<file path="config.mk">
export PLATFORM = sky130hd
export DESIGN_NAME = spi_brg
export DESIGN_NICKNAME = d
export VERILOG_FILES = /design/src/rtl/brg_pkg.sv /design/src/rtl/brg_cfg_hold.sv /design/src/rtl/brg_div_calc.sv /design/src/rtl/brg_phase_gen.sv /design/src/rtl/spi_brg.sv
export SDC_FILE = /design/constraint.sdc
export NUM_CORES = 1
export LEC_CHECK = 0
export BUFFER_PORTS_ARGS = -buffer_cell sky130_fd_sc_hd__buf_4
export CAP_MARGIN = 20
export CORE_MARGIN = 5
export CORE_UTILIZATION = 50
export DETAILED_ROUTE_END_ITERATION = 6
export GPL_ROUTABILITY_DRIVEN = 0
export HOLD_SLACK_MARGIN = 0.1
export PLACE_DENSITY = 0.66
export SLEW_MARGIN = 10
export SYNTH_ARGS = -nofsm -noshare
export SYNTH_HDL_FRONTEND = slang
export SYNTH_HIERARCHICAL = 1
export SYNTH_SLANG_ARGS = --single-unit
</file>
<file path="constraint.sdc">
create_clock -name clk -period 9.2 [get_ports clk]
set_input_delay 1.38 -clock clk [delete_from_list [all_inputs] [get_ports clk]]
set_output_delay 1.38 -clock clk [all_outputs]
set_load 0.05 [all_outputs]
</file>
<file path="src/rtl/brg_pkg.sv">
package brg_pkg;
    localparam int PRE_SEL_W    = 2;
    localparam int SCALE_CODE_W = 4;
    localparam int PRE_W        = 3;
    localparam int SCALE_W      = 1 << SCALE_CODE_W;
    localparam int DIV_W        = PRE_W + SCALE_W;

    typedef struct packed {
        logic [PRE_SEL_W-1:0]    pre_sel;
        logic [SCALE_CODE_W-1:0] code;
        logic                    dbr;
        logic                    cpol;
    } brg_cfg_t;

    function automatic logic [PRE_W-1:0] pre_of(input logic [PRE_SEL_W-1:0] sel);
        logic [PRE_W-1:0] v;
        case (sel)
            2'd0:    v = 3'd2;
            2'd1:    v = 3'd3;
            2'd2:    v = 3'd5;
            default: v = 3'd7;
        endcase
        return v;
    endfunction

    function automatic logic [SCALE_W-1:0] scale_of(input logic [SCALE_CODE_W-1:0] code);
        logic [SCALE_W-1:0] v;
        if (code < SCALE_CODE_W'(4))
            v = (SCALE_W'(code) + SCALE_W'(1)) << 1;
        else
            v = SCALE_W'(1) << code;
        return v;
    endfunction
endpackage

</file>
<file path="src/rtl/brg_cfg_hold.sv">
module brg_cfg_hold
    import brg_pkg::*;
(
    input  logic     clk,
    input  logic     rst_n,
    input  logic     load,
    input  brg_cfg_t cfg_in,
    output brg_cfg_t cfg_q
);
    typedef struct packed {
        brg_cfg_t cfg;
    } hold_st_t;

    hold_st_t st_d, st_q;

    always_comb begin
        st_d = st_q;
        if (load) begin
            st_d.cfg = cfg_in;
        end
    end

    always_ff @(posedge clk or negedge rst_n) begin
        if (!rst_n) begin
            st_q <= '0;
        end else begin
            st_q <= st_d;
        end
    end

    assign cfg_q = st_q.cfg;
endmodule

</file>
<file path="src/rtl/brg_div_calc.sv">
module brg_div_calc
    import brg_pkg::*;
(
    input  brg_cfg_t         cfg,
    output logic [DIV_W-1:0] div_len,
    output logic [DIV_W-1:0] idle_len
);
    logic [DIV_W-1:0] prod;
    logic [DIV_W-1:0] half_dn;

    always_comb begin
        prod    = DIV_W'(pre_of(cfg.pre_sel)) * DIV_W'(scale_of(cfg.code));
        div_len = cfg.dbr ? (prod >> 1) : prod;
        half_dn = div_len >> 1;
        // high phase is floor(N/2); idle phase is high when cpol = 1
        idle_len = cfg.cpol ? half_dn : (div_len - half_dn);
    end
endmodule

</file>
<file path="src/rtl/brg_phase_gen.sv">
module brg_phase_gen #(
    parameter int DIV_W = 19
) (
    input  logic             clk,
    input  logic             rst_n,
    input  logic             run,
    input  logic             restart,
    input  logic             idle_cur,
    input  logic             idle_next,
    input  logic [DIV_W-1:0] div_len,
    input  logic [DIV_W-1:0] idle_len,
    output logic             sck,
    output logic             lead_stb,
    output logic             trail_stb
);
    typedef struct packed {
        logic [DIV_W-1:0] cnt;
        logic             sck;
        logic             lead;
        logic             trail;
    } ph_st_t;

    ph_st_t st_d, st_q;
    logic   wrap;
    logic   act;

    always_comb begin
        st_d = st_q;
        wrap = (st_q.cnt >= (div_len - DIV_W'(1)));
        act  = 1'b0;
        if (!run) begin
            st_d.cnt   = '0;
            st_d.sck   = idle_next;
            st_d.lead  = 1'b0;
            st_d.trail = 1'b0;
        end else if (restart) begin
            st_d.cnt   = '0;
            st_d.sck   = idle_next;
            st_d.lead  = 1'b0;
            st_d.trail = (st_q.sck != idle_cur);
        end else begin
            st_d.cnt   = wrap ? '0 : (st_q.cnt + DIV_W'(1));
            act        = (st_d.cnt >= idle_len);
            st_d.sck   = act ? ~idle_cur : idle_cur;
            st_d.lead  = act && (st_q.sck == idle_cur);
            st_d.trail = !act && (st_q.sck != idle_cur);
        end
    end

    always_ff @(posedge clk or negedge rst_n) begin
        if (!rst_n) begin
            st_q <= '0;
        end else begin
            st_q <= st_d;
        end
    end

    assign sck       = st_q.sck;
    assign lead_stb  = st_q.lead;
    assign trail_stb = st_q.trail;
endmodule

</file>
<file path="src/rtl/spi_brg.sv">
module spi_brg
    import brg_pkg::*;
(
    input  logic                    clk,
    input  logic                    rst_n,
    input  logic                    enable,
    input  logic                    master,
    input  logic                    cpol,
    input  logic                    frame_start,
    input  logic [PRE_SEL_W-1:0]    pre_sel,
    input  logic [SCALE_CODE_W-1:0] scale_code,
    input  logic                    dbr,
    output logic                    sck,
    output logic                    lead_stb,
    output logic                    trail_stb
);
    brg_cfg_t         cfg_in;
    brg_cfg_t         cfg_q;
    logic             run;
    logic             load;
    logic             idle_next;
    logic [DIV_W-1:0] div_len;
    logic [DIV_W-1:0] idle_len;

    always_comb begin
        cfg_in.pre_sel = pre_sel;
        cfg_in.code    = scale_code;
        cfg_in.dbr     = dbr;
        cfg_in.cpol    = cpol;
        run            = enable && master;
        load           = !run || frame_start;
        idle_next      = load ? cpol : cfg_q.cpol;
    end

    brg_cfg_hold u_hold (
        .clk    (clk),
        .rst_n  (rst_n),
        .load   (load),
        .cfg_in (cfg_in),
        .cfg_q  (cfg_q)
    );

    brg_div_calc u_calc (
        .cfg      (cfg_q),
        .div_len  (div_len),
        .idle_len (idle_len)
    );

    brg_phase_gen #(
        .DIV_W (DIV_W)
    ) u_phase (
        .clk       (clk),
        .rst_n     (rst_n),
        .run       (run),
        .restart   (frame_start),
        .idle_cur  (cfg_q.cpol),
        .idle_next (idle_next),
        .div_len   (div_len),
        .idle_len  (idle_len),
        .sck       (sck),
        .lead_stb  (lead_stb),
        .trail_stb (trail_stb)
    );
endmodule

</file>
; ---- Word-level counts from Yosys, hierarchy flattened
; Index checks and enable logic that the tools add are counted.
[op_classes]
n_mul = 1
bitwise = 1
order_cmp = 3
n_reduce_logical = 7
eq_ne = 4
addsub = 4
mux = 9
shifts = 1
[ops]
columns = cell, n
row1 = 2-to-1 mux 19 bit, 3
row2 = 2-to-1 mux 22 bit, 2
row3 = greater-or-equal comparator 19 bit, 2
row4 = adder 19 x 1 -> 19 bit (second input constant), 1
row5 = multiplier 3 x 16 -> 19 bit, 1
row6 = subtractor 19 x 1 -> 19 bit (second input constant), 1
row7 = subtractor 19 x 18 -> 19 bit, 1
row8 = 2-to-1 mux 16 bit, 1
row9 = << shifter 1 x 4 -> 16 bit (first input constant), 1
row10 = case mux 3 bit (3 select lines), 1
row11 = adder 4 x 1 -> 5 bit (second input constant), 1
row12 = < comparator 4 x 3 -> 1 bit (second input constant), 1
row13 = logical AND 1 bit, 3
row14 = == test 2 x 1 -> 1 bit (second input constant), 1
row15 = == test 2 bit (second input constant), 1
row16 = zero test 1 bit, 2
row17 = zero test 2 bit, 1
row18 = 2-to-1 mux 1 bit, 2
row19 = == test 1 bit, 1
row20 = logical OR 1 bit, 1
row21 = != test 1 bit, 1
row22 = NOT 1 bit, 1
[totals]
input_bits = 13
regBits = 30
elab_cells = 38

; ---- Longest topological paths before layout
; Gate-level depths: netlist of the first run.
[depth]
depth_word = 12
ltp_mapped = 36

; ---- Cells and area by module
; Netlist of the first run, hierarchy kept.
[by_module_without_submodules]
columns = module, seq_area_each_um2, area_per_inst_um2, instances, cells_per_inst
row1 = brg_div_calc, 0.0, 3091.7, 1, 425
row2 = brg_phase_gen, 550.5, 2603.7, 1, 317
row3 = brg_cfg_hold, 200.2, 331.6, 1, 17
row4 = spi_brg, 0.0, 42.5, 1, 3

; ---- Worst setup path before layout of the first run
; Ideal clock, no wire load.
[synth_path]
path_type = register to register
startpoint = register u_hold.st_q (netlist bit u_hold/cfg_q[4])
endpoint = register u_phase.st_q (netlist bit u_phase/sck)
t_arrival_ns = 7.399
slack_ns = 1.722
n_path_buf = 3
setup_ns = 0.079
synth_period_minus_slack_ns = 7.478
path_stages_with_launch = 35
cell_sequence = dfrtp_1 -> clkbuf_1 -> inv_1 -> ha_1 -> nor2_1 -> a21oi_1 -> nor2_1 -> nand2_1 -> fa_1 -> inv_1 -> ha_1 -> nand3_2 -> o2111a_2 -> xnor2_1 -> mux2i_1 -> inv_1 -> or4_4 -> or4_4 -> or3_4 -> nor3_2 -> xnor2_1 -> ha_1 -> and4_1 -> and3_1 -> nand4_1 -> a31oi_1 -> clkbuf_1 -> clkbuf_1 -> nor2_1 -> ha_1 -> nand2_1 -> nor4_1 -> nand4_1 -> o21ai_0 -> mux2i_1
[synth_lines]
columns = item, line
row1 = "start, declared", brg_cfg_hold.sv:14  ; hold_st_t st_d, st_q;
row2 = "start signal, assigned", brg_cfg_hold.sv:27  ; st_q <= st_d;
row3 = "end signal, assigned", brg_phase_gen.sv:54  ; st_q <= st_d;
row4 = "end, declared", brg_phase_gen.sv:23  ; ph_st_t st_d, st_q;

==> results of run 1 <==
## worst min-delay path by stage
stage                     from              end  slack [ns]  depth (start not counted)
2_1_floorplan  u_hold/cfg_q[1]  u_hold/cfg_q[1]        0.48                          1
3_3_place_gp   u_hold/cfg_q[3]  u_hold/cfg_q[3]        0.56                          1
3_5_place_dp   u_hold/cfg_q[3]  u_hold/cfg_q[3]        0.56                          1
4_1_cts        u_hold/cfg_q[3]  u_hold/cfg_q[3]        0.58                          1
5_1_grt        u_hold/cfg_q[3]  u_hold/cfg_q[3]        0.60                          1
6_report       u_hold/cfg_q[3]  u_hold/cfg_q[3]        0.58                          1
## layout by cell type, fill, tap and decap left out, drive strengths merged, types with 22 or more instances in the layout
| cell type | instances |
|---|---|
| nor2 | 79 |
| ha | 79 |
| inv | 69 |
| nand2 | 57 |
| xnor2 | 43 |
| a21oi | 42 |
| nand3 | 32 |
| dfrtp | 30 |
| o21ai | 26 |
| buf | 22 |
## registers in the layout, indices dropped and copies added, names as in the netlist
| register | count |
|---|---|
| u_phase/sck | 1 |
| u_hold/cfg_q | 8 |
| u_phase/lead_stb | 1 |
| u_phase/st_q | 19 |
| u_phase/trail_stb | 1 |
## final cells by class
class,count,area share [%]
clock buffer,6,2.17
clock inverter,2,0.195
inverter,70,4.10
multi-input combinational,635,76.4
sequential,30,11.7
tap,147,2.87
timing repair buffer,22,2.58
## report_power, final
part           switching (mW)  internal, mW
Sequential            0.00550         0.135
Combinational           0.271         0.205
Clock                  0.0673         0.107
Total                   0.344         0.448
## logic make-up (layout without fill, tap and decap cells)
group / count (synthesis) / count (layout) / synth area share [%]
simple gates: 301 / 301 / 26.7
xor+xnor: 55 / 55 / 7.94
compound gates: 159 / 159 / 19.3
buf+inv: 98 / 100 / 7.26
mux: 21 / 21 / 4.51
other cells: 1 / 2 / 0.0618
flops: 30 / 30 / 12.4
fa+ha+maj: 97 / 97 / 21.9
## metal layers
layer	vias to the layer above	GRT usage (%)	part of all wire, %
met5	-	0	0
met4	0	4.51	1.0
met3	16	2.90	4.8
met2	130	33.4	46
met1	2566	27.7	48
li1	2747	-	-
## critical path, delay by kind of cell, from the launching register on
family,cells,cell delay (ns)
simple gates,13,3.24
fa+ha+maj,6,1.68
compound gates,6,1.61
buf+inv,3,0.57
mux,2,0.49
flops,1,0.42
xor+xnor,2,0.25
==> impl_metrics.py, run 1 <==
metrics = {
    "routing": {
        "vias": 5459,
        "totalWireLength_mm": 14.0,
        "vias_per_cell": 5.99,
        "final_antenna_net_count": 0,
        "dr.pass1.iters": 6,
        "drtIter0Drc": 445,
        "avgRoutedWirePerCell_microns": 15.3,
        "detail_route.drc_violations": 0,
    },
    "worst_setup_path": {
        "ff2ff_path_depth": 32,
        "r2r_slack_ns": 0.84,
        "criticalPathCategory": "register to register",
        "r2r_end": "u_phase/sck",
        "critical_path.endpoint": "u_phase/sck",
        "cp.arrival_ns": 8.56,
        "critPathRequiredTime_ns": 9.40,
        "cp-start-kind": "register",
        "critPathMaxFanout": 24,
        "endpoint_kind": "register",
        "path_common_cell": "ha_1",
        "critPathLaunch": "u_hold/cfg_q[2]",
        "cpPeakStageDelay_ns": 0.57,
        "cp_slowest_cell": "fa_1",
        "r2r-start": "u_hold/cfg_q[2]",
    },
    "timing": {
        "setup_viol": 0,
        "hold_viol": 0,
        "rsz0062_at_grt": "false",
        "timing.fmax_mhz": 120,
        "worst_slew_pin_slew_ns": 0.685,
        "finalWorstSetupSlack_ns": 0.843,
        "whs_ns": 0.581,
        "fin_setup_tns_ns": 0,
        "min_period_ns": 8.36,
        "slew_viol_final": 0,
        "min_period_over_period_pct": 90.8,
        "fin_worst_skew_ns": 0.00700,
        "max_slew_margin_pct": 53.7,
    },
    "synthesis": {
        "synthCells": 762,
        "yosysWarningCount": 6,
        "netlist_top_cells_count": "ha_1 (79), nor2_1 (79), inv_1 (67), nand2_1 (56), xnor2_1 (43)",
        "avgSynthCellArea_sq_um": 7.97,
        "ys_types": 96,
        "ys_seq_area_share_pct": 12.4,
        "synthArstFlopShare_pct": 100,
        "synth_top_area_cell": "ha_1",
        "synth_edf_count": 0,
        "synth_top_cell_area_share_pct": 16.3,
        "synth.area.top_cells": "ha_1 (16%), dfrtp_1 (12%), xnor2_1 (6.2%), fa_1 (5.3%), nor2_1 (4.9%)",
        "ys_ff_latch": 30,
        "synthFlopType": "dfrtp_1",
        "synth_area_sq_um": 6070,
    },
    "pwr": {
        "design_power_total_mw": 0.792,
        "p_per_area_nw_per_um2": 124,
        "vdd_drop_max_mv": 0.0863,
        "p_leak_nw": 3.14,
    },
    "global_route": {
        "grt_pass1_vias": 5383,
        "grt_overflow_total": 0,
        "grt_pass1_wl_mm": 24.6,
        "antenna_found_initial": 0,
        "grtUsageTotal_pct": 20.1,
        "grt_max_degree": 39,
    },
    "clock_tree": {
        "cts_setup_buffers": 0,
        "cts_made_buffers": 5,
        "post_cts_resize_count": 0,
        "clockRootBuffer": "clkbuf_16",
        "h-tree-depth": 2,
        "cts_hold_buf": 0,
        "cts_sinks": 30,
        "clkLatencyLatePin_ns": 0.29,
        "clockBufferDepth": 2,
        "cts_tree": "built",
        "clk_pin_slew_ns": 0.06,
    },
    "cells_and_area": {
        "final_cell_area_sq_um": 6410,
        "fillers": 1126,
        "regArea_sq_um": 751,
        "final_cells": 912,
        "diodes": 0,
        "drive_gt1_share_pct": 10.7,
        "syn2layout_area_growth_pct": 5.57,
        "multi_input_comb_area_sq_um": 4890,
        "fin_nets": 872,
        "postLayoutCoreUtil_pct": 53.6,
    },
    "floorplanning": {
        "die_x_microns": 120,
        "start_util_pct": 50.7,
        "io_pins": 16,
        "num_rows": 40,
        "die-height_microns": 120,
        "core-area_sq_um": 12000,
        "dieArea_sq_um": 14400,
    },
    "place": {
        "placed_area_sq_um": 6260,
        "port_buffers": 15,
        "dp_cells": 904,
        "hpwlAfterDp_mm": 11.3,
        "dpl_worst_slack_ns": 0.920,
    },
    "hold_path": {
        "hold_class": "register to register",
    },
    "run": {
        "max_cap_viol_count": 0,
    },
    "outcome": {
        "status": "complete, no violations",
    },
}
Note: power is estimated with default switching activity, not from simulation.
==> run 2, diff against run 1 <==
- CTS_BUF_LIST: default -> sky130_fd_sc_hd__clkbuf_4
==> run 2 against run 1 <==
Sequential share of layout area rose by 0.18 points. Critical path depth did not move. Fmax barely moved. First-iteration DRC count rose by 2.2%. Via count fell by 0.53%. Highest routed layer unchanged.
==> impl_metrics.py, run 2 (synthesized netlist as in run 1, its figures left out) <==
metrics = {
    "routing": {
        "avgRoutedWirePerCell_microns": 15.3,
        "final_antenna_net_count": 0,
        "detail_route.drc_violations": 0,
        "dr.pass1.iters": 5,
        "vias": 5430,
        "vias_per_cell": 5.95,
        "drtIter0Drc": 455,
        "totalWireLength_mm": 13.9,
    },
    "clock_tree": {
        "cts_setup_buffers": 0,
        "clockRootBuffer": "clkbuf_4",
        "cts_sinks": 30,
        "cts_made_buffers": 5,
        "h-tree-depth": 2,
        "cts_tree": "built",
        "cts_hold_buf": 0,
        "clk_pin_slew_ns": 0.12,
        "clockBufferDepth": 2,
        "clkLatencyLatePin_ns": 0.35,
        "post_cts_resize_count": 0,
    },
    "cells_and_area": {
        "fin_nets": 872,
        "layout_common_cells": "nor2_1 (79), ha_1 (79), inv_1 (67), nand2_1 (56), xnor2_1 (43)",
        "diodes": 0,
        "final_cell_area_sq_um": 6310,
        "drive_gt1_share_pct": 10.6,
        "syn2layout_area_growth_pct": 3.96,
        "top_register": "u_phase/st_q",
        "fillers": 1138,
        "largest_reg_flops": 19,
    },
    "timing": {
        "min_period_ns": 8.35,
        "rsz0062_at_grt": "false",
        "whs_ns": 0.593,
        "hold_viol": 0,
        "fin_worst_skew_ns": 0.0121,
        "slew_viol_final": 0,
        "worst_slew_pin_slew_ns": 0.701,
        "timing.fmax_mhz": 120,
        "max_slew_margin_pct": 52.7,
        "fin_setup_tns_ns": 0,
        "setup_viol": 0,
        "min_period_over_period_pct": 90.8,
    },
    "floorplanning": {
        "start_util_pct": 50.7,
        "dieArea_sq_um": 14400,
        "io_pins": 16,
        "die-height_microns": 120,
        "core-area_sq_um": 12000,
        "die_x_microns": 120,
        "num_rows": 40,
    },
    "worst_setup_path": {
        "cp_slowest_cell": "fa_1",
        "critPathMaxFanout": 24,
        "cp-start-kind": "register",
        "path_common_cell": "ha_1",
        "cp.arrival_ns": 8.64,
        "crit_buf_inv": 3,
        "cpPeakStageDelay_ns": 0.57,
        "critPathTopFamily": "simple AND/OR/NAND/NOR gates",
        "critPathRequiredTime_ns": 9.48,
        "r2r-start": "u_hold/cfg_q[2]",
        "endpoint_kind": "register",
        "criticalPathCategory": "register to register",
        "critPathLaunch": "u_hold/cfg_q[2]",
    },
    "place": {
        "port_buffers": 15,
        "hpwlAfterDp_mm": 11.3,
        "placed_area_sq_um": 6260,
    },
    "hold_path": {
        "hold_class": "register to register",
        "min_from": "u_hold/cfg_q[3]",
    },
    "pwr": {
        "p_leak_nw": 3.09,
        "p_per_area_nw_per_um2": 111,
        "design_power_total_mw": 0.702,
        "vdd_drop_max_mv": 0.0791,
    },
    "global_route": {
        "antenna_found_initial": 0,
        "grt_pass1_vias": 5384,
        "grtUsageTotal_pct": 20.0,
        "grt_overflow_total": 0,
        "grt_pass1_wl_mm": 24.5,
        "grt_max_degree": 39,
    },
    "run": {
        "max_cap_viol_count": 0,
    },
    "outcome": {
        "status": "complete, no violations",
    },
}
==> run 2: changes by cell type in the layout (fill, tap and decap cells not counted), sizes merged <==
cell,change
clkbuf,-1
clkinv,+1
==> run 2: stage by stage <==
stage / std cells / setup WS [ns] / utilization [%]
2_1_floorplan: 763 / 1.72 / -
3_3_place_gp: 904 / 1.00 / 52.3
3_5_place_dp: 904 / 0.920 / 52.3
4_1_cts: 912 / 0.842 / 52.8
5_1_grt: 912 / 0.112 / 52.8
6_report: 912 / 0.846 / 52.8
==> run 2: worst paths after layout <==
path	endpoint	slack, ns	cells past startpoint
worst max-delay path	u_phase/sck	0.85	32
worst min-delay path	u_hold/cfg_q[3]	0.59	1
worst max register to register	u_phase/sck	0.85	32
worst min register to register	u_hold/cfg_q[3]	0.59	1
max in group asynchronous	u_phase/st_q[10]	7.96	1
min in group asynchronous	u_hold/cfg_q[0]	0.93	1
==> run 2: cell type report <==
type	instances	area, sq um	area share, %
Timing Repair Buffer	22	165	2.62
Tap cell	147	184	2.91
Clock buffer	5	37.5	0.595
Inverter	70	263	4.16
Sequential cell	30	751	11.9
Multi-Input combinational cell	635	4890	77.6
Clock inverter	3	16.3	0.258
==> run 2: report_power, final <==
part | switching (mW) | total (mW) | internal, mW
clock network | 0.0565 | 0.0848 | 0.0284
logic | 0.271 | 0.476 | 0.205
registers | 0.00553 | 0.141 | 0.135
total | 0.333 | 0.702 | 0.369
==> run 2: routing by layer <==
metal / vias to the layer above / track usage, % / wire (microns) / share of wire, %
met3: 11 / 2.81 / 509 / 3.7
met1: 2560 / 27.6 / 6870 / 49
li1: 2743 / - / - / -
met4: 0 / 4.51 / 132 / 0.95
met2: 116 / 33.2 / 6420 / 46
met5: - / 0 / 0 / 0
==> run 2: worst register-to-register path, delay by kind of cell, from the launching register on <==
kind,cells,cell delay (ns)
XOR/XNOR,2,0.25
adder cells (fa/ha/maj),6,1.68
flip-flops,1,0.44
multiplexers,2,0.48
AO/OA/AOI/OAI,6,1.64
buffers and inverters,3,0.56
AND/OR/NAND/NOR,13,3.24
